[src/rtl/oc_pin_pkg.sv]
package oc_pin_pkg;
  typedef enum logic [1:0] {
    OC_OFF    = 2'b00,
    OC_TOGGLE = 2'b01,
    OC_LOW    = 2'b10,
    OC_HIGH   = 2'b11
  } oc_mode_e;

  localparam int unsigned NUM_CH = 2;
  localparam int unsigned CH_MST = 0;
  localparam int unsigned CH_DED = 1;
endpackage

[src/rtl/oc_event_pend.sv]
module oc_event_pend (
  input  logic clk_i,
  input  logic rst_ni,
  input  logic match_i,
  input  logic force_i,
  input  logic upd_i,
  output logic eff_o,
  output logic pend_q_o
);
  logic pend_q;

  // event in the strobe cycle is consumed by that strobe
  assign eff_o    = pend_q | match_i | force_i;
  assign pend_q_o = pend_q;

  always_ff @(posedge clk_i or negedge rst_ni) begin
    if (!rst_ni)    pend_q <= 1'b0;
    else if (upd_i) pend_q <= 1'b0;
    else            pend_q <= eff_o;
  end
endmodule

[src/rtl/oc_ded_next.sv]
module oc_ded_next
  import oc_pin_pkg::*;
(
  input  logic [1:0] mode_i,
  input  logic       prev_i,
  output logic       en_o,
  output logic       nxt_o
);
  oc_mode_e mode;
  assign mode = oc_mode_e'(mode_i);
  assign en_o = (mode != OC_OFF);

  always_comb begin
    unique case (mode)
      OC_TOGGLE: nxt_o = ~prev_i;
      OC_LOW:    nxt_o = 1'b0;
      OC_HIGH:   nxt_o = 1'b1;
      default:   nxt_o = prev_i;
    endcase
  end
endmodule

[src/rtl/oc_pin_sel.sv]
module oc_pin_sel #(
  parameter bit PIN_RST = 1'b0
) (
  input  logic clk_i,
  input  logic rst_ni,
  input  logic upd_i,
  input  logic gp_data_i,
  input  logic mst_mask_i,
  input  logic mst_eff_i,
  input  logic mst_data_i,
  input  logic ded_en_i,
  input  logic ded_eff_i,
  input  logic ded_nxt_i,
  output logic pin_o
);
  logic pin_q, pin_d;
  logic mst_act, ded_act, gp_own;

  assign mst_act = mst_mask_i & mst_eff_i;
  assign ded_act = ded_en_i & ded_eff_i & ~mst_act;  // master overrides
  assign gp_own  = ~mst_mask_i & ~ded_en_i;

  always_comb begin
    pin_d = pin_q;
    if (upd_i) begin
      if (mst_act)      pin_d = mst_data_i;
      else if (ded_act) pin_d = ded_nxt_i;
      else if (gp_own)  pin_d = gp_data_i;
    end
  end

  always_ff @(posedge clk_i or negedge rst_ni) begin
    if (!rst_ni) pin_q <= PIN_RST;
    else         pin_q <= pin_d;
  end

  assign pin_o = pin_q;
endmodule

[src/rtl/oc_pin_arbiter.sv]
module oc_pin_arbiter
  import oc_pin_pkg::*;
#(
  parameter bit PIN_RST = 1'b0
) (
  input  logic       clk_i,
  input  logic       rst_ni,
  input  logic       upd_stb_i,
  input  logic       gp_data_i,
  input  logic       mst_mask_i,
  input  logic       mst_data_i,
  input  logic       mst_match_i,
  input  logic       mst_force_i,
  input  logic [1:0] ded_mode_i,
  input  logic       ded_match_i,
  input  logic       ded_force_i,
  output logic       pin_o
);
  logic [NUM_CH-1:0] ch_match, ch_force, ch_eff, ch_pend_q;
  logic ded_en, ded_nxt, pin_q;

  assign ch_match[CH_MST] = mst_match_i;
  assign ch_force[CH_MST] = mst_force_i;
  assign ch_match[CH_DED] = ded_match_i;
  assign ch_force[CH_DED] = ded_force_i;

  for (genvar c = 0; c < NUM_CH; c++) begin : g_pend
    oc_event_pend u_pend (
      .clk_i    (clk_i),
      .rst_ni   (rst_ni),
      .match_i  (ch_match[c]),
      .force_i  (ch_force[c]),
      .upd_i    (upd_stb_i),
      .eff_o    (ch_eff[c]),
      .pend_q_o (ch_pend_q[c])
    );
  end

  // previous level comes from the pin register, stable through the update
  oc_ded_next u_next (
    .mode_i (ded_mode_i),
    .prev_i (pin_q),
    .en_o   (ded_en),
    .nxt_o  (ded_nxt)
  );

  oc_pin_sel #(.PIN_RST(PIN_RST)) u_sel (
    .clk_i      (clk_i),
    .rst_ni     (rst_ni),
    .upd_i      (upd_stb_i),
    .gp_data_i  (gp_data_i),
    .mst_mask_i (mst_mask_i),
    .mst_eff_i  (ch_eff[CH_MST]),
    .mst_data_i (mst_data_i),
    .ded_en_i   (ded_en),
    .ded_eff_i  (ch_eff[CH_DED]),
    .ded_nxt_i  (ded_nxt),
    .pin_o      (pin_q)
  );

  assign pin_o = pin_q;
endmodule

[config.mk]
export PLATFORM = sky130hd
export DESIGN_NAME = oc_pin_arbiter
export DESIGN_NICKNAME = d
export VERILOG_FILES = /design/src/rtl/oc_pin_pkg.sv /design/src/rtl/oc_event_pend.sv /design/src/rtl/oc_ded_next.sv /design/src/rtl/oc_pin_sel.sv /design/src/rtl/oc_pin_arbiter.sv
export SDC_FILE = /design/constraint.sdc
export NUM_CORES = 1
export LEC_CHECK = 0
export CAP_MARGIN = 20
export CELL_PAD_IN_SITES_DETAIL_PLACEMENT = 0
export CELL_PAD_IN_SITES_GLOBAL_PLACEMENT = 1
export CORE_AREA = 3 3 40 42
export CTS_CLUSTER_SIZE = 28
export DETAILED_ROUTE_END_ITERATION = 10
export DIE_AREA = 0 0 43 45
export GPL_ROUTABILITY_DRIVEN = 0
export MAX_ROUTING_LAYER = met4
export PLACE_DENSITY_LB_ADDON = 0.1
export SETUP_SLACK_MARGIN = 0.1
export SYNTH_ARGS = -nofsm -noshare
export SYNTH_HDL_FRONTEND = slang
export SYNTH_SLANG_ARGS = --single-unit
[constraint.sdc]
create_clock -name clk_i -period 2.5 [get_ports clk_i]
set_input_delay 0.25 -clock clk_i [delete_from_list [all_inputs] [get_ports clk_i]]
set_output_delay 0.25 -clock clk_i [all_outputs]
set_load 0.01 [all_outputs]
==> flow_summary_export.csv <==
group,metric,value,unit
status,outcome,"finished, final reports clean",
timing,relSlewSlack,0.8289,
timing,rsz0062_at_grt,"no",
timing,worstMarginPinSlew,0.2553,ns
clocking,cts.reportedPaths.clkPinSlew,0.04,ns
clocking,cts-htree-levels,1,
placement,hpwl,410.2,um
synthesis,synth_top_family_by_area,"simple AND/OR/NAND/NOR gates",
setup_path,cp.required,2.62,ns
synthesis,synth_mux_area_frac,0.05882,
setup_path,worst-path-max-fanout,4,
final_layout,mostFrequentLayoutCell,"clkdlybuf4s50_1",
grt,overflow,0,
setup_path,timing.rr.end,"u_sel.pin_o$_DFFE_PN0P_",
grt,grt_use_total,0.05665,
clocking,clk_latency,0.23,ns
route,viasPerCell,4.080,
placement,io_buffers,12,
clocking,numCtsBuffers,3,
final_layout,fill_cells,145,
synthesis,syn_nets,31,
power_and_ir_drop,p_per_area,538.3,nW/um^2
grt,grt_max_degree,5,
synthesis,synth.distinct_cells,11,
route,via_count,204,
clocking,post_cts_buffers,0,
grt,antenna_found_initial,0,
setup_path,critPathKind,"in2reg",
placement,placed_cells,46,
placement,place_worst_setup_slack,0.5413,ns
setup_path,arrival,1.83,ns
timing,slew_viol_final,0,
floorplanning,die_w,43,um
setup_path,r2r.worst_path.cells,4,
floorplanning,die_y,45,um
timing,setup_violations,0,
timing,finClkSkew,0.0004601,ns
floorplanning,rows,13,
synthesis,synth-compound-area-share,0.05147,
job,max_cap_viol_count,0,
route,ant_nets,0,
synthesis,synth_cells,19,
timing,fin_crit_sh,0.6846,
synthesis,synthXorXnorAreaFrac,0,
route,wl_per_cell,9.920,um
synthesis,ys_seq_area_frac,0.4412,
setup_path,r2r_start,"g_pend[1].u_pend.pend_q_o$_DFF_PN0_",
timing,setup_tns,0,ns
timing,worst_slack,0.7886,ns
route,firstDrtPassIters,4,
setup_path,reg2reg_slack,0.89,ns
route,drtIter0Drc,8,
min_path,hold_class,"in2async",
power_and_ir_drop,ir_drop,0.2046,mV
synthesis,ys_ff_latch,3,
synthesis,ys_warn_count,0,
grt,grt_pass1_vias,170,
final_layout,final_nets,48,
timing,period_minus_slack,1.711,ns
clocking,cts_max_path_buffers,2,
setup_path,setup.worst_path.end_class,"flip-flop",
clocking,root_buffer,"clkbuf_4",
synthesis,yosysTopAreaCell,"dfrtp_1",
floorplanning,start_util,0.1324,
final_layout,register_area,75.07,sq um
final_layout,fin_cells,50,
synthesis,syn_area,170.2,sq um
synthesis,syn_area_per_cell,8.956,sq um
synthesis,synth.top_cell.area_share,0.4412,
clocking,cts.sinks,3,
synthesis,synth-simple-area-share,0.4485,
timing,max_freq,584.3,MHz
power_and_ir_drop,p_leak,0.1286,nW
route,drc,0,
final_layout,area_growth,97.06,%
clocking,cts_hold_buf,0,
floorplanning,ios,13,
clocking,cts_resized,0,
final_layout,drive_gt1_frac,0.1143,
setup_path,startpoint_type,"input port",
grt,grt_pass1_wl,703,um
floorplanning,core,1285,sq um
final_layout,most-common-layout-cells,"12 x clkdlybuf4s50_1, 4 x nor2_1, 3 x nor3_1, 3 x clkbuf_4, 3 x dfrtp_1",
timing,finalHoldViolations,0,
synthesis,synthAdderAreaFrac,0,
clocking,cts_tree,"built",
floorplanning,die_area,1935,sq um
final_layout,multiInputGateArea,95.09,sq um
synthesis,ys_top_cells_by_area,"dfrtp_1 44%, nor3_1 8.8%, nor2_1 8.8%",
final_layout,diodes,0,
route,wirelength,496,um
layout make-up:
cell class	count	share of cell area
Sequential cell	3	0.2239
Multi-Input combinational cell	16	0.2836
Tap cell	15	0.05597
Timing Repair Buffer	12	0.3582
Clock buffer	4	0.07836
how the worst max path moves through the flow:
stage / slack (ns) / end / startpoint / cells after the start
floorplan: 1.04 / u_sel.pin_o$_DFFE_PN0P_ / g_pend[1].u_pend.pend_q_o$_DFF_PN0_ / 4
global placement: 0.53 / u_sel.pin_o$_DFFE_PN0P_ / mst_force_i / 5
detailed placement: 0.54 / u_sel.pin_o$_DFFE_PN0P_ / mst_force_i / 5
CTS: 0.77 / u_sel.pin_o$_DFFE_PN0P_ / mst_force_i / 5
global route: 0.70 / u_sel.pin_o$_DFFE_PN0P_ / mst_force_i / 5
finish: 0.79 / u_sel.pin_o$_DFFE_PN0P_ / ded_match_i / 5
registers in the layout, indices dropped and copies added (netlist names):
name and count:
u_sel.pin_o 1, g_pend.u_pend.pend_q_o 2
synth_stat cells:
cell type	n
nand2_1	2
and2b_1	1
nor2_1	4
a311oi_1	1
or4_1	1
nor3_1	3
nor3_2	1
nor3b_1	1
mux2i_1	1
dfrtp_1	3
nor4_1	1
critical path, cell delays in order:
cell and delay, ns:
clkdlybuf4s50_1 0.42, nor3_2 0.28, nor3b_1 0.08, or4_1 0.52, a311oi_1 0.29
power breakdown:
group / leakage, nW / switching (mW) / internal [mW]
registers: 0.0355 / 0.00353 / 0.0536
clock network: 0.0150 / 0.0233 / 0.0597
logic: 0.0781 / 0.0142 / 0.0262
per-stage QoR:
step / utilization / total power, mW / cell area [sq um] / hold slack (ns)
final: 0.2610 / 0.1805 / 335.3 / 0.2063
after global routing: 0.2610 / 0.1939 / 335.3 / 0.2056
after CTS: 0.2610 / 0.1861 / 335.3 / 0.2009
after detailed placement: 0.2405 / 0.09856 / 309.0 / 0.4495
after global placement: 0.2405 / 0.09852 / 309.0 / 0.4494
after floorplan: - / 0.06976 / 170.2 / -0.04559
per-layer routing:
layer,share of wire,GRT usage,up-vias
met4,0,0.05422,0
met1,0.45,0.06039,88
met5,0,-,-
met2,0.41,0.06886,11
li1,-,-,105
met3,0.14,0.03586,0
cells by family (layout without fill, tap and decap cells):
kind of cell | count (synthesis) | count (layout)
buf+inv | 0 | 16
flops | 3 | 3
simple gates | 14 | 14
mux | 1 | 1
compound gates | 1 | 1
Power figures use the tool's default switching activity.
